===== src/rtl/stk_pkg.sv =====
package stk_pkg;
  typedef struct packed {
    logic pop;
    logic push;
    logic keep;
    logic eoi;
  } stk_cmd_t;
endpackage


===== src/rtl/stk_ram.sv =====
module stk_ram #(
  parameter int DATA_W = 8,
  parameter int DEPTH  = 256,
  localparam int ADDR_W = $clog2(DEPTH)
) (
  input  logic              clk,
  input  logic              we,
  input  logic [ADDR_W-1:0] waddr,
  input  logic [DATA_W-1:0] wdata,
  input  logic              re,
  input  logic [ADDR_W-1:0] raddr,
  output logic [DATA_W-1:0] rdata
);
  logic [DATA_W-1:0] mem [DEPTH];

  // Single write port, registered read port: maps onto a block RAM.
  always_ff @(posedge clk) begin
    if (we) mem[waddr] <= wdata;
    if (re) rdata <= mem[raddr];
  end
endmodule


===== src/rtl/stk_ptr_ctrl.sv =====
module stk_ptr_ctrl
  import stk_pkg::*;
#(
  parameter int DEPTH = 256,
  localparam int ADDR_W = $clog2(DEPTH),
  localparam int CNT_W  = ADDR_W + 1
) (
  input  logic              clk,
  input  logic              rst,
  input  stk_cmd_t          cmd,
  input  logic              err_clr,
  output logic [CNT_W-1:0]  rd_cnt,
  output logic [CNT_W-1:0]  wr_cnt,
  output logic              err,
  output logic              mem_we,
  output logic [ADDR_W-1:0] mem_waddr,
  output logic              mem_re,
  output logic [ADDR_W-1:0] mem_raddr
);
  localparam logic [CNT_W-1:0] FULL = CNT_W'(DEPTH);
  localparam logic [CNT_W-1:0] ONE  = CNT_W'(1);

  logic [CNT_W-1:0] rd_nxt, wr_nxt, rd_dec, wr_inc;
  logic             err_set;

  assign rd_dec    = rd_cnt - ONE;
  assign wr_inc    = wr_cnt + ONE;
  assign mem_raddr = rd_dec[ADDR_W-1:0];
  assign mem_waddr = wr_cnt[ADDR_W-1:0];

  always_comb begin
    rd_nxt  = rd_cnt;
    wr_nxt  = wr_cnt;
    err_set = 1'b0;
    mem_we  = 1'b0;
    mem_re  = 1'b0;
    if (cmd.pop) begin
      // a push in the same cycle is dropped
      if (rd_cnt == '0) begin
        rd_nxt  = '0;
        wr_nxt  = '0;
        err_set = 1'b1;
      end else begin
        mem_re = 1'b1;
        rd_nxt = rd_dec;
        if (!cmd.keep) wr_nxt = rd_dec;
      end
    end else if (cmd.push) begin
      if (wr_cnt == FULL) begin
        rd_nxt  = '0;
        wr_nxt  = '0;
        err_set = 1'b1;
      end else begin
        mem_we = 1'b1;
        wr_nxt = wr_inc;
        if (!cmd.keep) rd_nxt = wr_inc;
      end
    end
    // instruction boundary: read counter rejoins the write counter
    if (cmd.eoi) rd_nxt = wr_nxt;
  end

  always_ff @(posedge clk) begin
    if (rst) begin
      rd_cnt <= '0;
      wr_cnt <= '0;
      err    <= 1'b0;
    end else begin
      rd_cnt <= rd_nxt;
      wr_cnt <= wr_nxt;
      if (err_set)      err <= 1'b1;
      else if (err_clr) err <= 1'b0;
    end
  end
endmodule


===== src/rtl/dual_ptr_stack.sv =====
module dual_ptr_stack
  import stk_pkg::*;
#(
  parameter int DATA_W = 8,
  parameter int DEPTH  = 256,
  localparam int ADDR_W = $clog2(DEPTH),
  localparam int CNT_W  = ADDR_W + 1
) (
  input  logic              clk,
  input  logic              rst,
  input  logic              pop_i,
  input  logic              push_i,
  input  logic [DATA_W-1:0] push_data_i,
  input  logic              keep_i,
  input  logic              eoi_i,
  input  logic              err_clr_i,
  output logic [DATA_W-1:0] pop_data_o,
  output logic [CNT_W-1:0]  depth_o,
  output logic              err_o
);
  stk_cmd_t          cmd;
  logic [CNT_W-1:0]  rd_cnt, wr_cnt;
  logic              mem_we, mem_re;
  logic [ADDR_W-1:0] mem_waddr, mem_raddr;

  assign cmd = '{pop: pop_i, push: push_i, keep: keep_i, eoi: eoi_i};

  stk_ptr_ctrl #(.DEPTH(DEPTH)) u_ctrl (
    .clk       (clk),
    .rst       (rst),
    .cmd       (cmd),
    .err_clr   (err_clr_i),
    .rd_cnt    (rd_cnt),
    .wr_cnt    (wr_cnt),
    .err       (err_o),
    .mem_we    (mem_we),
    .mem_waddr (mem_waddr),
    .mem_re    (mem_re),
    .mem_raddr (mem_raddr)
  );

  stk_ram #(.DATA_W(DATA_W), .DEPTH(DEPTH)) u_ram (
    .clk   (clk),
    .we    (mem_we),
    .waddr (mem_waddr),
    .wdata (push_data_i),
    .re    (mem_re),
    .raddr (mem_raddr),
    .rdata (pop_data_o)
  );

  assign depth_o = wr_cnt;
endmodule


===== config.mk =====
export PLATFORM = sky130hd
export DESIGN_NAME = dual_ptr_stack
export DESIGN_NICKNAME = d
export VERILOG_FILES = /design/src/rtl/stk_pkg.sv /design/src/rtl/stk_ram.sv /design/src/rtl/stk_ptr_ctrl.sv /design/src/rtl/dual_ptr_stack.sv
export SDC_FILE = /design/constraint.sdc
export NUM_CORES = 2
export LEC_CHECK = 0
export BUFFER_PORTS_ARGS = -buffer_cell sky130_fd_sc_hd__clkbuf_2
export CAP_MARGIN = 20
export CORE_ASPECT_RATIO = 0.75
export CORE_MARGIN = 2
export CORE_UTILIZATION = 63
export DETAILED_ROUTE_END_ITERATION = 8
export GPL_TIMING_DRIVEN = 0
export PLACE_DENSITY = 0.85
export SYNTH_ARGS = -nofsm -noshare
export SYNTH_HDL_FRONTEND = slang
export SYNTH_SLANG_ARGS = --single-unit

===== constraint.sdc =====
create_clock -name clk -period 4.1 [get_ports clk]
set_input_delay 0.615 -clock clk [delete_from_list [all_inputs] [get_ports clk]]
set_output_delay 0.615 -clock clk [all_outputs]
set_load 0.02 [all_outputs]

==> summary.md <==
| Metric | Value |
|---|---|
| Clk root buf | clkbuf_16 |
| Final Setup Violations | 170 |
| Final min period | 4.43 ns |
| Crit-path slowest cell | o311ai_2 |
| Synth-to-Final Area Change | 14.1% |
| Setup Crit Path Kind | reg2reg |
| Final Hold Fails | 0 |
| Hold Crit Class | in2reg |
| Arrival @ worst endpoint | 4.90 ns |
| Number of global-route vias before repair | 45312 |
| Wire length of the first global-routing pass | 334 mm |
| H-tree Lvls | 4 |
| Flop2flop setup slack | -0.33 ns |
| Syn Std Cell Area | 81300 sq um |
| Die W | 419 um |
| Synthesized net count | 4125 |
| RSZ-0062 raised after global routing | yes |
| Worst vdd ir | 0.434 mV |
| Top FF cell, synth | edfxtp_1 |
| # DRC | 0 |
| CP cell instances | buf_6, buf_12, inv_2, buf_4, ha_1, buf_6, buf_12, buf_12, buf_12, buf_2, mux4_2, mux2i_1, o22ai_1, o311ai_2, nand4_1 |
| Initial antenna violation count | 12 |
| Crit path max fanout | 11 |
| Post-synth top area share | 0.760 |
| Worst-Skew Late Latency | 0.86 ns |
| Status | complete, but fails checks |
| Syn Area/Cell | 19.8 sq um |
| Inserted Clock Buffers | 181 |
| Max_cap viols | 0 |
| Number of synthesized flops with an enable pin | 2056 |
| Rows | 114 |
| Sequential-to-total area share from yosys stat | 0.764 |
| GRT Util Overall | 0.369 |
| Crit-path max cell delay | 0.43 ns |
| PwrDens | 574 nW/um^2 |
| Port Buffers | 30 |
| Yosys Warn Count | 0 |
| Main area contributors after synthesis | edfxtp_1 (76%), mux4_2 (12%), mux2i_1 (3.2%) |
| CTS clk-pin slew, worst paths | 0.07 ns |
| Leading cell type by number of instances after synthesis | edfxtp_1 |
| Part of the cycle the worst path needs | 1.08 |
| Layout cells sized above 1 | 0.275 |
| Slew Viols, Final | 0 |
| Distinct cells, synth | 62 |
| Synth top cells by count | edfxtp_1 (2056), mux4_2 (432), nor2_1 (300) |
| Max clock buf depth | 3 |
| CP Launch Type | flop |
| Final TNS setup | -8.66 ns |
| Worst-Margin Slew | 1.24 ns |
| GRT Residual Overflow | 0 |
| TritonRoute pass-1 iters | 9 |
| Starting Density | 0.633 |
| WP data required | 4.57 ns |
| Violated checks | negative setup slack |
| # clock sinks | 2075 |
| P_leak | 28.9 nW |
| Slew HR | 0.174 |
| Ports | 33 |
| Area leader, netlist | edfxtp_1 |
| Cells after Synth | 4105 |
| DR vias/cell | 7.52 |
| Maximum clock frequency | 0.226 GHz |
| Vias | 46742 |
| Die ar. | 132000 sq um |
| RePlAce Congestion | 1.07 |
| Final ANT Viol Nets | 0 |
| WL per Instance | 39.6 um |
| Fin nets | 4391 |
| Final setup skew | 0.0451 ns |
| Final worst setup slack | -0.330 ns |
| CP Capture Type | flop |
| Die height | 315 um |
| Worst hold margin | 0.0715 ns |
| CTS tree | built |
| Worst path most repeated cell | buf_12 |
| Routed wire length | 246 mm |
| Asr flop ratio synth | 0 |
| Synth Register Bits | 2075 |
| Final HPWL DP | 146 mm |
| 1st-iter DRT viols | 9341 |
| Largest net degree at the start of global routing | 156 |
| Core footprint | 128000 sq um |
==> worst max-delay path, delay by kind of cell, from the launching register on <==
kind	cells	cell delay [ns]
buffers and inverters	9	1.60
muxes	2	0.70
AOI/OAI and AO/OA	2	0.67
and+or+nand+nor	1	0.38
DFF	1	0.33
adders and majority gates	1	0.32
==> logic make-up (layout without fill, tap and decap cells) <==
kind of cell	Yosys count	count (layout)	share of synthesized area
adders and majority gates	5	5	0.000770
xor gates and xnor gates	16	16	0.00182
DFF	2075	2075	0.764
buffers and inverters	266	686	0.0144
AOI/OAI and AO/OA	326	326	0.0282
other	0	12	0
muxes	691	691	0.152
and+or+nand+nor	726	726	0.0389
==> path summary, 6_finish.rpt <==
path,from,end,depth (start not counted)
max,u_ctrl.rd_cnt[0],u_ram.rdata[7],15
min,err_clr_i,u_ctrl.err,4
max reg2reg,u_ctrl.rd_cnt[0],u_ram.rdata[7],15
min reg2reg,u_ctrl.err,u_ctrl.err,2
==> registers in the layout, summed over array words and instances, names as in the netlist <==
name,cells
u_ram.rdata,8
u_ctrl.err,1
u_ram.mem,2048
u_ctrl.wr_cnt,9
u_ctrl.rd_cnt,9
==> cell type report <==
class	instances	area (sq um)
clock inverter	115	1030
clock buffer	222	4750
tap	1682	2100
antenna	12	30.0
buffer	253	1980
sequential	2075	62100
timing repair buffer	83	1050
fill	6873	35600
multi-input combinational	1764	19600
inverter	13	48.8
==> per-stage QoR <==
step	instance area, sq um	utilization	setup WS, ns	cells	total power [W]
after floorplan	81300	-	0.627	4105	0.0294
after global placement	83500	0.651	-1.90	5817	0.0336
after detailed placement	84200	0.656	-1.97	5846	0.0339
after CTS	91700	0.714	-0.104	6187	0.0516
after global routing	92700	0.722	-0.165	6207	0.0537
final	92800	0.723	-0.330	6219	0.0532
==> layout by cell type (no fill, tap or decap), types with 20 or more instances in the layout <==
cell	netlist	final
mux2i_1	256	225
nor2_1	300	177
a211oi_1	39	34
nor2_2	0	58
clkinv_1	0	38
a21oi_1	58	43
clkbuf_2	0	70
nor2b_1	24	24
clkbuf_16	0	185
mux4_2	432	432
nand2_1	230	228
buf_6	3	28
clkinv_2	0	41
a22oi_1	50	50
edfxtp_1	2056	2056
buf_2	98	41
buf_8	0	24
buf_4	8	53
clkbuf_4	0	26
nor2_4	0	65
clkbuf_1	118	72
clkbuf_8	0	20
nand3_1	85	79
o22ai_1	65	55
==> power by group <==
part	switching [W]	internal, W	leakage, nW
Clock	0.00799	0.00913	2.83
Combinational	0.00830	0.00428	7.39
Sequential	0.0000599	0.0234	18.6
==> per-layer routing <==
metal / track usage / up-vias / part of all wire
met1: 0.486 / 23440 / 0.32
met2: 0.543 / 4936 / 0.45
met4: 0.192 / 10 / 0.064
met5: 0 / - / 0.00087
li1: - / 17377 / -
met3: 0.140 / 979 / 0.16
==> timing repair <==
item / in CTS / in global routing
gates cloned: 0 / 2
hold buffers: 0 / 0
pin swaps: 29 / 17
setup endpoints to repair: 710 / 1179
buffers inserted: 4 / 16
gates resized for setup: 462 / 263
Note: power is estimated with default switching activity, not from simulation.
